===== config.mk =====
export PLATFORM = sky130hd
export DESIGN_NAME = loop_lock_detector
export DESIGN_NICKNAME = d
export VERILOG_FILES = /design/src/rtl/lkd_pkg.sv /design/src/rtl/lkd_win_ctr.sv /design/src/rtl/lkd_err_acc.sv /design/src/rtl/lkd_lock_fsm.sv /design/src/rtl/loop_lock_detector.sv
export SDC_FILE = /design/constraint.sdc
export NUM_CORES = 1
export LEC_CHECK = 0
export BUFFER_PORTS_ARGS = -buffer_cell sky130_fd_sc_hd__buf_2
export CORE_AREA = 2 2 119 121
export CTS_BUF_LIST = sky130_fd_sc_hd__clkbuf_16
export DETAILED_ROUTE_END_ITERATION = 8
export DIE_AREA = 0 0 121 123
export GPL_ROUTABILITY_DRIVEN = 1
export MAX_ROUTING_LAYER = met4
export PLACE_DENSITY = 0.82
export SLEW_MARGIN = 15
export SYNTH_ARGS = -nofsm -noshare
export SYNTH_HDL_FRONTEND = slang
export SYNTH_SLANG_ARGS = --single-unit

===== constraint.sdc =====
create_clock -name clk_i -period 12.5 [get_ports clk_i]
set_input_delay 1.25 -clock clk_i [delete_from_list [all_inputs] [get_ports clk_i]]
set_output_delay 1.25 -clock clk_i [all_outputs]
set_load 0.01 [all_outputs]

===== src/rtl/lkd_pkg.sv =====
package lkd_pkg;
  typedef enum logic [1:0] {
    LK_HUNT = 2'd0,
    LK_ONE  = 2'd1,
    LK_HELD = 2'd2
  } lock_state_e;
endpackage


===== src/rtl/lkd_win_ctr.sv =====
module lkd_win_ctr #(
  parameter int CNT_W = 16
) (
  input  logic             clk_i,
  input  logic             rst_ni,
  input  logic             valid_i,
  input  logic [CNT_W-1:0] len_m1_i,
  output logic             last_o
);
  logic [CNT_W-1:0] cnt_q;

  assign last_o = valid_i && (cnt_q >= len_m1_i);

  always_ff @(posedge clk_i or negedge rst_ni) begin
    if (!rst_ni)      cnt_q <= '0;
    else if (valid_i) cnt_q <= last_o ? '0 : cnt_q + 1'b1;
  end

  a_r10_idle_hold: assert property (@(posedge clk_i) disable iff (!rst_ni)
    !valid_i |=> $stable(cnt_q));
  a_r2_restart: assert property (@(posedge clk_i) disable iff (!rst_ni)
    last_o |=> cnt_q == '0);
endmodule


===== src/rtl/lkd_err_acc.sv =====
module lkd_err_acc #(
  parameter int ERR_W = 16,
  parameter int ACC_W = 32
) (
  input  logic                    clk_i,
  input  logic                    rst_ni,
  input  logic                    add_i,
  input  logic                    clr_i,
  input  logic signed [ERR_W-1:0] err_i,
  input  logic [ACC_W-1:0]        thr_i,
  output logic                    pass_o
);
  localparam int PAD_W = ACC_W - ERR_W;

  logic [ERR_W-1:0] mag;
  logic [ACC_W:0]   sum_ext;
  logic [ACC_W-1:0] sum_q, total;

  // two's complement magnitude, most negative code maps to 2^(ERR_W-1)
  assign mag     = err_i[ERR_W-1] ? ($unsigned(~err_i) + {{(ERR_W-1){1'b0}}, 1'b1})
                                  : $unsigned(err_i);
  assign sum_ext = {1'b0, sum_q} + {{(PAD_W+1){1'b0}}, mag};

  always_comb begin
    if (!add_i)              total = sum_q;
    else if (sum_ext[ACC_W]) total = '1;
    else                     total = sum_ext[ACC_W-1:0];
  end

  // decision uses the total including the closing symbol
  assign pass_o = total < thr_i;

  always_ff @(posedge clk_i or negedge rst_ni) begin
    if (!rst_ni)    sum_q <= '0;
    else if (add_i) sum_q <= clr_i ? '0 : total;
  end

  a_r4_no_wrap: assert property (@(posedge clk_i) disable iff (!rst_ni)
    add_i && !clr_i |=> sum_q >= $past(sum_q));
  a_r6_window_clear: assert property (@(posedge clk_i) disable iff (!rst_ni)
    add_i && clr_i |=> sum_q == '0);
  a_r3_mag_range: assert property (@(posedge clk_i) disable iff (!rst_ni)
    add_i |-> {1'b0, mag} <= (ERR_W+1)'(1) << (ERR_W-1));
endmodule


===== src/rtl/lkd_lock_fsm.sv =====
module lkd_lock_fsm
  import lkd_pkg::*;
(
  input  logic clk_i,
  input  logic rst_ni,
  input  logic win_end_i,
  input  logic pass_i,
  output logic lock_o,
  output logic done_o
);
  lock_state_e state_q, state_d;

  always_comb begin
    state_d = state_q;
    if (win_end_i) begin
      if (!pass_i) state_d = LK_HUNT;
      else begin
        unique case (state_q)
          LK_HUNT: state_d = LK_ONE;
          LK_ONE:  state_d = LK_HELD;
          LK_HELD: state_d = LK_HELD;
          default: state_d = LK_HUNT;
        endcase
      end
    end
  end

  always_ff @(posedge clk_i or negedge rst_ni) begin
    if (!rst_ni) begin
      state_q <= LK_HUNT;
      done_o  <= 1'b0;
    end else begin
      state_q <= state_d;
      done_o  <= win_end_i;
    end
  end

  assign lock_o = (state_q == LK_HELD);

  a_r9_lock_at_end_only: assert property (@(posedge clk_i) disable iff (!rst_ni)
    !win_end_i |=> $stable(lock_o));
  a_r8_fail_drops: assert property (@(posedge clk_i) disable iff (!rst_ni)
    win_end_i && !pass_i |=> !lock_o);
  a_r7_two_passes: assert property (@(posedge clk_i) disable iff (!rst_ni)
    win_end_i && pass_i && state_q == LK_HUNT |=> !lock_o);
endmodule


===== src/rtl/loop_lock_detector.sv =====
module loop_lock_detector #(
  parameter int ERR_W = 16,
  parameter int ACC_W = 32,
  parameter int CNT_W = 16
) (
  input  logic                    clk_i,
  input  logic                    rst_ni,
  input  logic                    err_valid_i,
  input  logic signed [ERR_W-1:0] tim_err_i,
  input  logic signed [ERR_W-1:0] car_err_i,
  input  logic [CNT_W-1:0]        win_len_m1_i,
  input  logic [ACC_W-1:0]        tim_thr_i,
  input  logic [ACC_W-1:0]        car_thr_i,
  output logic                    lock_o,
  output logic                    win_done_o
);
  localparam int N_LOOP = 2;

  logic                    win_last;
  logic [N_LOOP-1:0]       loop_pass;
  logic signed [ERR_W-1:0] err_arr [N_LOOP];
  logic [ACC_W-1:0]        thr_arr [N_LOOP];

  assign err_arr[0] = tim_err_i;
  assign err_arr[1] = car_err_i;
  assign thr_arr[0] = tim_thr_i;
  assign thr_arr[1] = car_thr_i;

  lkd_win_ctr #(.CNT_W(CNT_W)) u_ctr (
    .clk_i    (clk_i),
    .rst_ni   (rst_ni),
    .valid_i  (err_valid_i),
    .len_m1_i (win_len_m1_i),
    .last_o   (win_last)
  );

  for (genvar g = 0; g < N_LOOP; g++) begin : g_loop
    lkd_err_acc #(.ERR_W(ERR_W), .ACC_W(ACC_W)) u_acc (
      .clk_i  (clk_i),
      .rst_ni (rst_ni),
      .add_i  (err_valid_i),
      .clr_i  (win_last),
      .err_i  (err_arr[g]),
      .thr_i  (thr_arr[g]),
      .pass_o (loop_pass[g])
    );
  end

  lkd_lock_fsm u_fsm (
    .clk_i     (clk_i),
    .rst_ni    (rst_ni),
    .win_end_i (win_last),
    .pass_i    (&loop_pass),
    .lock_o    (lock_o),
    .done_o    (win_done_o)
  );

  a_r2_done_pulse: assert property (@(posedge clk_i) disable iff (!rst_ni)
    win_done_o |=> !win_done_o || $past(win_last));
endmodule


Word level (Yosys, flattened, before mapping)
Index checks and enable logic that the tools add are counted.

Equality and inequality tests: 2. $add $sub $neg: 5. $lt $le $gt $ge: 3. Reductions and logical operators: 4. Bitwise operators: 2. Multiplexer cells: 11.

Operator list (number): 2-to-1 mux 32 bit (6); adder 32 x 16 -> 33 bit (2); less-than comparator 32 bit (2); adder 16 x 1 -> 16 bit (second input constant) (3); 2-to-1 mux 16 bit (3); NOT 16 bit (2); >= comparator 16 bit (1); one-hot mux 2 bit (2 select lines) (1); equality test 2 x 1 -> 1 bit (second input constant) (1); equality test 2 bit (second input constant) (1); zero test 2 bit (1); 2-to-1 mux 2 bit (1); AND reduction 2 bit (1); OR reduction 2 bit (1); logical AND 1 bit (1).

Output and inout bits: 2. Register bits after elaboration: 83.

Longest topological paths before layout
Gate-level depths: netlist of run 1.

Depth after elaboration: 9. Mapped depth: 26. Mapped depth without buffers: 24.

By module
A second synthesis of run 1 with hierarchy kept.

Cells, all modules: 1090. Area total of the unflattened synthesis: 8765.9 um^2.

Modules (own cells, without submodules): lkd_err_acc (g_loop[0].u_acc) (area each 3742.3 um^2, times used 1, cells an instance 477); lkd_err_acc (g_loop[1].u_acc) (area each 3619.7 um^2, times used 1, cells an instance 464); lkd_win_ctr (area each 1270.0 um^2, times used 1, cells an instance 137); lkd_lock_fsm (area each 127.6 um^2, times used 1, cells an instance 11); loop_lock_detector (area each 6.3 um^2, times used 1, cells an instance 1).

Worst setup path after synthesis of run 1
OpenSTA, ideal clock, no wires.

Path kind: input port to flip-flop. Start point: in car_err_i[7]. End point: reg u_fsm.state_q[0]. Setup slack: 6.596 ns. Required time: 12.399 ns. Arrival time: 5.803 ns. Library setup time: 0.101 ns. Cell stages on the path: 22. Path through: or4_1 -> or4_1 -> o31ai_1 -> xnor2_1 -> ha_1 -> a21oi_1 -> inv_1 -> o21ai_0 -> o311ai_2 -> buf_4 -> nand3_1 -> buf_2 -> nand2_1 -> o21a_1 -> ha_1 -> nand4_1 -> o31ai_1 -> a221oi_1 -> nand2_1 -> a2111oi_0 -> o2111ai_1 -> o32ai_1.

Word-level cells in the longest chain between the ends: 9.

RTL lines: from (decl) (line loop_lock_detector.sv:10) `input logic signed [ERR_W-1:0] car_err_i,`; NOT 16 bit (line lkd_err_acc.sv:20) `assign mag = err_i[ERR_W-1] ? ($unsigned(~err_i) + {{(ERR_W-1){1'b0}}, 1'b1})`; adder 16 x 1 -> 16 bit (line lkd_err_acc.sv:20); 2-to-1 mux 16 bit (*) (line lkd_err_acc.sv:20); adder 32 x 16 -> 33 bit (*) (line lkd_err_acc.sv:22) `assign sum_ext = {1'b0, sum_q} + {{(PAD_W+1){1'b0}}, mag};`; 2-to-1 mux 32 bit (*) (line lkd_err_acc.sv:26) `else if (sum_ext[ACC_W]) total = '1;`; 2-to-1 mux 32 bit (*) (line lkd_err_acc.sv:25) `if (!add_i) total = sum_q;`; less-than comparator 32 bit (*) (line lkd_err_acc.sv:31) `assign pass_o = total < thr_i;`; AND reduction 2 bit (*) (line loop_lock_detector.sv:53) `.pass_i (&loop_pass),`; 2-to-1 mux 2 bit (*) (line lkd_lock_fsm.sv:16) `if (!pass_i) state_d = LK_HUNT;`; to (signal assigned) (line lkd_lock_fsm.sv:33) `state_q <= state_d;`; to (decl) (line lkd_lock_fsm.sv:11) `lock_state_e state_q, state_d;`.

Every way passes the cells marked *; elsewhere a longest branch is shown, timed or not. A chain may end at the register's enable or synchronous reset.

Final worst setup path of run 1
Start point: in car_err_i[7]. End point: reg u_fsm.state_q[1].

Same word-level chain as after synthesis.

==> reports/qor.csv, run 1 <==
stage,metric,value,unit
logic_synthesis,synth_most_common_cell,ha_1,
logic_synthesis,syn_area,8470,um2
sta,timing.slew.headroom,0.435,
logic_synthesis,ys_top_cells_by_area,"dfrtp_1 25%, ha_1 17%, a21oi_1 5.8%",
logic_synthesis,synth_top_area_frac,0.245,
hold_path,hp-class,register to register,
drt,vias,7978,
critical_path,critPathBufInv,1,
floorplanning,die_w,121,um
floorplanning,start_util,0.622,
sta,finalHoldViolCount,0,
drt,wl_per_cell,15.9,um
logic_synthesis,synthesis.nets,1272,
logic_synthesis,yosys-top-cells-count,"115 x ha_1, 99 x a21oi_1, 96 x inv_1, 90 x nor2_1, 84 x nand2_1",
drt,vias_per_cell,6.03,
logic_synthesis,synthFlopType,dfrtp_1,
logic_synthesis,synth_enable_flop_cells,0,
critical_path,reg2regPathDepth,17,
critical_path,crit_end,u_fsm.state_q[1]$_DFFE_PN0P_,
drt,first_pass_iters,5,
drt,drt_iter0_markers,559,
logic_synthesis,yosysTopAreaCell,dfrtp_1,
power_and_ir_drop,leakage,4.65,nW
critical_path,slowest_delay,0.72,ns
clock_tree,clock_sinks,83,
floorplanning,top_level_ports,117,
sta,setup_viol,0,
logic_synthesis,ys_ff_latch,83,
sta,fin_setup_tns,0,ns
sta,fin_ws,5.15,ns
layout,area_growth,11.7,%
sta,tightest_slew,0.845,ns
global_route,antenna_found_initial,0,
sta,fin_skew,0.00803,ns
power_and_ir_drop,peakVddDrop,0.0913,mV
critical_path,slowest_stage,o311ai_2,
layout,drive_gt1_frac,0.151,
floorplanning,core,13600,um2
outcome,status,"finished, final reports clean",
critical_path,worst-endpoint-required,12.75,ns
sta,whs,0.533,ns
flow_run,cap_violations,0,
clock_tree,clock_latency,0.35,ns
power_and_ir_drop,power.density,177,nW/um2
critical_path,start_kind,input pin,
critical_path,r2r-start,g_loop[1].u_acc.sum_q[0]$_DFFE_PN0P_,
clock_tree,cts_root_buf,clkbuf_16,
sta,fmax,136,MHz
logic_synthesis,synth_cells,1040,
layout,final_nets,1370,
power_and_ir_drop,finalPower,1.68,mW
critical_path,critical_path.top_delay_family,compound AO/OA/AOI/OAI gates,
clock_tree,postCtsHoldBufs,0,
clock_tree,clk_path_buf_depth,2,
critical_path,r2r-end,u_fsm.state_q[1]$_DFFE_PN0P_,
logic_synthesis,ys_types,74,
place,place_hpwl,16400,um
critical_path,worst-path-max-fanout,15,
clock_tree,h-tree-depth,3,
critical_path,crit_type,input pin to register,
critical_path,r2r_slack,6.80,ns
critical_path,crit_chain,buf_2 -> or4_1 -> or4_1 -> nand2_1 -> xnor2_1 -> ha_1 -> and3_1 -> nand4_1 -> o311ai_2 -> nand3_1 -> and3_1 -> a21oi_1 -> ha_1 -> a2111oi_0 -> o21ai_0 -> o211ai_1 -> nand2_1 -> a2111oi_0 -> o2111ai_1 -> o32ai_1,
global_route,grt_max_degree,56,
floorplanning,die_y,123,um
sta,final_max_slew_viol_count,0,
logic_synthesis,ys_seq_area_frac,0.245,
critical_path,critPathCaptureType,register,
layout,num_antenna_cells,0,
floorplanning,die-area,14900,um2
critical_path,crit_start,car_err_i[7],
floorplanning,rows,43,
critical_path,cp.depth,20,
logic_synthesis,syn_avg_cell_area,8.14,um2
logic_synthesis,synth-async-reset-ratio,1.00,
layout,fin_cells,1323,
clock_tree,numCtsBuffers,9,
drt,drc_errors,0,
clock_tree,path_clk_slew,0.06,ns
place,post-place-ws,4.91,ns
global_route,grt.overflow.total,0,
critical_path,critPathArrivalTime,7.60,ns
place,io_buffers,116,
sta,fin_crit,7.35,ns
clock_tree,cts_resized,0,
sta,rsz0062_at_grt,false,
clock_tree,post_cts_buffers,0,
global_route,grt_util_all_layers,0.299,
global_route,first_global_vias,7324,
clock_tree,cts_tree,built,
logic_synthesis,yosysWarnings,0,
drt,ant_nets,0,
global_route,grt_pass1_wl,34500,um
drt,routed_wl,21000,um
sta,fin_crit_sh,0.588,
place,globalplace.congestion,0.951,
place,place_inst,1307,
-- layout make-up --
| cell class | instances | area (um2) |
|---|---|---|
| Timing Repair Buffer | 119 | 606 |
| Multi-Input combinational cell | 827 | 5860 |
| Clock inverter | 7 | 93.8 |
| Fill cell | 1117 | 4150 |
| Tap cell | 180 | 225 |
| Clock buffer | 9 | 225 |
| Sequential cell | 83 | 2080 |
| Inverter | 98 | 370 |
-- layout by cell type (no fill, tap or decap), types with 11 or more instances in the layout --
cell	Yosys	routed
o21ai_0	51	51
buf_2	11	115
and4_1	11	11
and2_1	22	22
a211oi_1	14	14
nor3_1	19	19
a211oi_2	15	15
a21oi_1	99	99
inv_1	96	97
a31oi_1	22	22
nand4_1	28	28
ha_1	115	115
dfrtp_1	83	83
a21o_1	17	17
nor2_1	90	90
and3_1	16	16
nand3_1	26	26
xor2_1	21	21
xnor2_1	47	47
o21bai_1	11	11
nand2_1	84	84
-- per-stage QoR --
step | area, um2 | util
2_1_floorplan | 8470 | -
3_3_place_gp | 9140 | 0.671
3_5_place_dp | 9140 | 0.671
4_1_cts | 9460 | 0.695
5_1_grt | 9460 | 0.695
6_report | 9460 | 0.695
-- how the worst min path moves through the flow --
stage / from / to / slack, ns / cells after the start
after global placement: g_loop[1].u_acc.sum_q[20]$_DFFE_PN0P_ / g_loop[1].u_acc.sum_q[20]$_DFFE_PN0P_ / 0.50 / 2
after global routing: g_loop[1].u_acc.sum_q[20]$_DFFE_PN0P_ / g_loop[1].u_acc.sum_q[20]$_DFFE_PN0P_ / 0.55 / 2
after CTS: g_loop[1].u_acc.sum_q[20]$_DFFE_PN0P_ / g_loop[1].u_acc.sum_q[20]$_DFFE_PN0P_ / 0.54 / 2
after detailed placement: g_loop[1].u_acc.sum_q[20]$_DFFE_PN0P_ / g_loop[1].u_acc.sum_q[20]$_DFFE_PN0P_ / 0.52 / 2
after floorplan: g_loop[1].u_acc.sum_q[18]$_DFFE_PN0P_ / g_loop[1].u_acc.sum_q[18]$_DFFE_PN0P_ / 0.48 / 2
final: g_loop[1].u_acc.sum_q[20]$_DFFE_PN0P_ / g_loop[1].u_acc.sum_q[20]$_DFFE_PN0P_ / 0.53 / 2
-- cells by family after synthesis --
logic type | count (synthesis) | synth area share
and+or+nand+nor | 333 | 0.197
AOI/OAI and AO/OA | 306 | 0.246
buffers and inverters | 130 | 0.0628
adders and majority gates | 117 | 0.175
DFF | 83 | 0.245
xor gates and xnor gates | 68 | 0.0703
muxes | 3 | 0.00384
-- tightest hold or removal path, cell delays in order, from the launching register on --
cell and delay, ns:
dfrtp_1 0.34, a31oi_1 0.05, nor2_1 0.10
-- layer usage --
layer / global-route usage / share of wire
met1: 0.413 / 0.47
met2: 0.467 / 0.45
met3: 0.0281 / 0.061
met4: 0.0901 / 0.018
met5: - / 0
-- where the power goes --
part	internal, mW	switching, mW	total [mW]	leakage, nW
registers	0.341	0.0654	0.407	1.04
clock network	0.175	0.114	0.289	0.157
logic	0.425	0.557	0.982	3.45
total	0.941	0.737	1.68	4.65
-- flip-flops by register name, indices dropped and copies added (netlist names) --
name / flops
u_fsm.done_o: 1
g_loop.u_acc.sum_q: 64
u_ctr.cnt_q: 16
u_fsm.state_q: 2
(Power assumes the default switching activity.)
==> run 2: changes to the inputs <==
- ABC_AREA: not set -> 1
- CORE_AREA: 2 2 119 121 -> 2 2 131 133
- DIE_AREA: 0 0 121 123 -> 0 0 133 135
- PLACE_DENSITY: 0.82 -> 0.74
- clock period: 12.5 -> 6.2 ns (I/O delays scaled with it)
==> run 2 against run 1 <==
Core utilization down 8.7 points. Global-route usage down 3.1 points. Sequential share of layout area down 1.1 points. Critical endpoint unchanged. Total power up 100%. Critical path type unchanged. Worst hold slack worse by 0.35 ns. First-iteration DRC count down 3.8%. Via count up 7.9%. Register-to-register slack worse by 4.6 ns. Synthesized cell count up 26%. Clock power up 110%.
==> reports/qor.csv, run 2 <==
stage,metric,value,unit,change
clock_tree,h-tree-depth,3,,unchanged
critical_path,start_kind,input pin,,unchanged
layout,mostFrequentLayoutCells,"278 x nand2_1, 236 x inv_1, 142 x nor2_1, 115 x ha_1, 115 x buf_2",,"was 115 x ha_1, 115 x buf_2, 99 x a21oi_1, 97 x inv_1, 90 x nor2_1"
floorplanning,start_util,0.539,,was 0.622
clock_tree,cts_resized,0,,unchanged
logic_synthesis,synthesis.nets,1546,,was 1272
clock_tree,path_clk_slew,0.07,ns,was 0.06 ns
critical_path,critPathArrivalTime,5.34,ns,was 7.60 ns
drt,vias_per_cell,5.22,,was 6.03
flow_run,cap_violations,0,,unchanged
sta,fin_setup_tns,0,ns,unchanged
layout,layout_commonest_cell,nand2_1,,
global_route,first_global_vias,8036,,was 7324
layout,drive_gt1_frac,0.130,,was 0.151
critical_path,crit_type,input pin to register,,unchanged
clock_tree,cts_tree,built,,unchanged
logic_synthesis,synthFlopType,dfrtp_1,,unchanged
sta,fin_crit_sh,0.815,,
logic_synthesis,ys_top_cells_by_area,"dfrtp_1 23%, ha_1 16%, nand2_1 12%",,"was dfrtp_1 25%, ha_1 17%, a21oi_1 5.8%"
power_and_ir_drop,leakage,5.46,nW,was 4.65 nW
place,globalplace.congestion,0.917,,was 0.951
power_and_ir_drop,power.density,343,nW/um2,was 177 nW/um2
layout,largest_register_ffs,64,,unchanged
sta,tightest_slew,0.737,ns,was 0.845 ns
critical_path,slowest_delay,0.36,ns,was 0.72 ns
global_route,grt.overflow.total,0,,unchanged
sta,fmax,198,MHz,
layout,top_register,g_loop.u_acc.sum_q,,unchanged
drt,drt_iter0_markers,538,,was 559
critical_path,critical_path.top_delay_family,simple AND/OR/NAND/NOR gates,,was compound AO/OA/AOI/OAI gates
logic_synthesis,synth_cells,1314,,was 1040
sta,fin_ws,1.15,ns,was 5.15 ns
critical_path,worst-endpoint-required,6.49,ns,was 12.75 ns
drt,ant_nets,0,,unchanged
sta,rsz0062_at_grt,false,,unchanged
logic_synthesis,synth_enable_flop_cells,0,,unchanged
clock_tree,postCtsHoldBufs,0,,unchanged
logic_synthesis,muxShareOfSynthArea,0.00113,,was 0.00384
clock_tree,clock_sinks,83,,unchanged
layout,final-seq-area,2080,um2,unchanged
clock_tree,numCtsBuffers,9,,unchanged
floorplanning,die-area,18000,um2,was 14900 um2
floorplanning,die_y,135,um,was 123 um
logic_synthesis,synth_most_common_cell,nand2_1,,was ha_1
drt,routed_wl,22300,um,was 21000 um
global_route,grt_util_all_layers,0.268,,was 0.299
sta,finalHoldViolCount,0,,unchanged
global_route,grt_pass1_wl,37800,um,was 34500 um
clock_tree,cts_root_buf,clkbuf_16,,unchanged
layout,num_antenna_cells,0,,unchanged
clock_tree,clock_latency,0.35,ns,about the same
layout,multi_input_area,5760,um2,was 5860 um2
logic_synthesis,yosys.area_share.simple,0.301,,was 0.197
logic_synthesis,synthXorXnorAreaFrac,0.0485,,was 0.0703
layout,fin_cells,1650,,was 1323
clock_tree,clk_path_buf_depth,2,,unchanged
clock_tree,post_cts_buffers,0,,unchanged
layout,final_util,0.608,,was 0.695
logic_synthesis,synth_top_family_by_area,simple AND/OR/NAND/NOR gates,,was compound AO/OA/AOI/OAI gates
critical_path,critPathBufInv,5,,was 1
logic_synthesis,yosys-top-cells-count,"278 x nand2_1, 236 x inv_1, 142 x nor2_1, 115 x ha_1, 91 x a21oi_1",,"was 115 x ha_1, 99 x a21oi_1, 96 x inv_1, 90 x nor2_1, 84 x nand2_1"
layout,nFillCells,1578,,was 1117
critical_path,critPathCaptureType,register,,unchanged
sta,final_max_slew_viol_count,0,,unchanged
drt,first_pass_iters,5,,unchanged
logic_synthesis,yosysTopAreaCell,dfrtp_1,,unchanged
logic_synthesis,ys_types,51,,was 74
logic_synthesis,yosysWarnings,0,,unchanged
place,place_inst,1634,,was 1307
layout,final_nets,1657,,was 1370
sta,timing.slew.headroom,0.509,,was 0.435
layout,area_growth,12.8,%,was 11.7%
place,place_hpwl,17700,um,was 16400 um
power_and_ir_drop,finalPower,3.42,mW,was 1.68 mW
logic_synthesis,synth_adder_area_share,0.167,,was 0.175
logic_synthesis,synth-async-reset-ratio,1.00,,unchanged
critical_path,slowest_stage,nand3_1,,was o311ai_2
critical_path,crit_top_cell,nand2_1,,
logic_synthesis,syn_area,8840,um2,was 8470 um2
layout,top_regs,"g_loop.u_acc.sum_q (64), u_ctr.cnt_q (16), u_fsm.state_q (2)",,unchanged
global_route,antenna_found_initial,0,,unchanged
logic_synthesis,ys_seq_area_frac,0.235,,was 0.245
power_and_ir_drop,peakVddDrop,0.217,mV,was 0.0913 mV
sta,fin_crit,5.05,ns,
place,post-place-ws,0.823,ns,was 4.91 ns
floorplanning,die_w,133,um,was 121 um
logic_synthesis,syn_avg_cell_area,6.73,um2,was 8.14 um2
drt,drc_errors,0,,unchanged
sta,fin_skew,0.00999,ns,was 0.00803 ns
floorplanning,core,16400,um2,was 13600 um2
drt,vias,8609,,was 7978
sta,setup_viol,0,,unchanged
logic_synthesis,synth_compound_area_frac,0.134,,was 0.246
place,io_buffers,116,,unchanged
outcome,status,"finished, final reports clean",,unchanged
floorplanning,rows,47,,was 43
logic_synthesis,synth_top_area_frac,0.235,,was 0.245
critical_path,worst-path-max-fanout,11,,was 15
hold_path,hp-class,input pin to async pin,,was register to register
drt,wl_per_cell,13.5,um,was 15.9 um
floorplanning,top_level_ports,117,,unchanged
global_route,grt_max_degree,68,,was 56
logic_synthesis,ys_ff_latch,83,,unchanged
run 2: changes by cell type in the layout (fill, tap and decap cells not counted), moves of 17 or more:
cell	delta
inv_1	+139
nand2_1	+194
nand3_1	+36
nor2_1	+52
nor3_1	+17
xnor2_1	-22
run 2: report_power, final:
part           internal [mW]  leakage (nW)  switching, mW
Clock                  0.356         0.149          0.245
Sequential             0.703          1.00          0.135
Combinational          0.779          4.31           1.21
Total                   1.84          5.46           1.59
run 2: final cells by class:
| class | count | area share |
|---|---|---|
| Multi-Input combinational cell | 966 | 0.578 |
| Tap cell | 220 | 0.0276 |
| Timing Repair Buffer | 121 | 0.0622 |
| Clock buffer | 9 | 0.0226 |
| Clock inverter | 7 | 0.0100 |
| Inverter | 244 | 0.0918 |
| Sequential cell | 83 | 0.208 |
run 2: cell families after synthesis:
family	after synthesis
mux	1
buf+inv	265
xor+xnor	49
flops	83
compound gates	202
simple gates	597
fa+ha+maj	117
run 2: per-layer routing:
layer / wire, um / share of wire / vias to the layer above / track usage
li1: - / - / 4483 / -
met1: 11100 / 0.50 / 3884 / 0.366
met2: 9770 / 0.44 / 219 / 0.425
met3: 1090 / 0.049 / 23 / 0.0327
met4: 329 / 0.015 / 0 / 0.0651
met5: 0 / 0 / - / -
run 2: worst paths after layout:
kind	depth (start not counted)	slack (ns)	endpoint	from
min in group clk_i	2	0.50	u_fsm.state_q[0]$_DFFE_PN0P_	u_fsm.state_q[0]$_DFFE_PN0P_
hold / removal	1	0.18	u_ctr.cnt_q[12]$_DFFE_PN0P_	rst_ni
setup reg to reg	22	2.25	u_fsm.state_q[1]$_DFFE_PN0P_	g_loop[0].u_acc.sum_q[0]$_DFFE_PN0P_
hold reg to reg	2	0.50	u_fsm.state_q[0]$_DFFE_PN0P_	u_fsm.state_q[0]$_DFFE_PN0P_
max in group asynchronous	2	4.95	g_loop[1].u_acc.sum_q[1]$_DFFE_PN0P_	rst_ni
setup / recovery	31	1.15	u_fsm.state_q[1]$_DFFE_PN0P_	tim_err_i[0]
run 2: stage by stage:
stage          hold slack, ns  instance area [um2]
6_report                0.180                 9980
5_1_grt                 0.206                 9980
4_1_cts                 0.196                 9980
3_5_place_dp            0.472                 9650
3_3_place_gp            0.476                 9650
2_1_floorplan           0.324                 8840
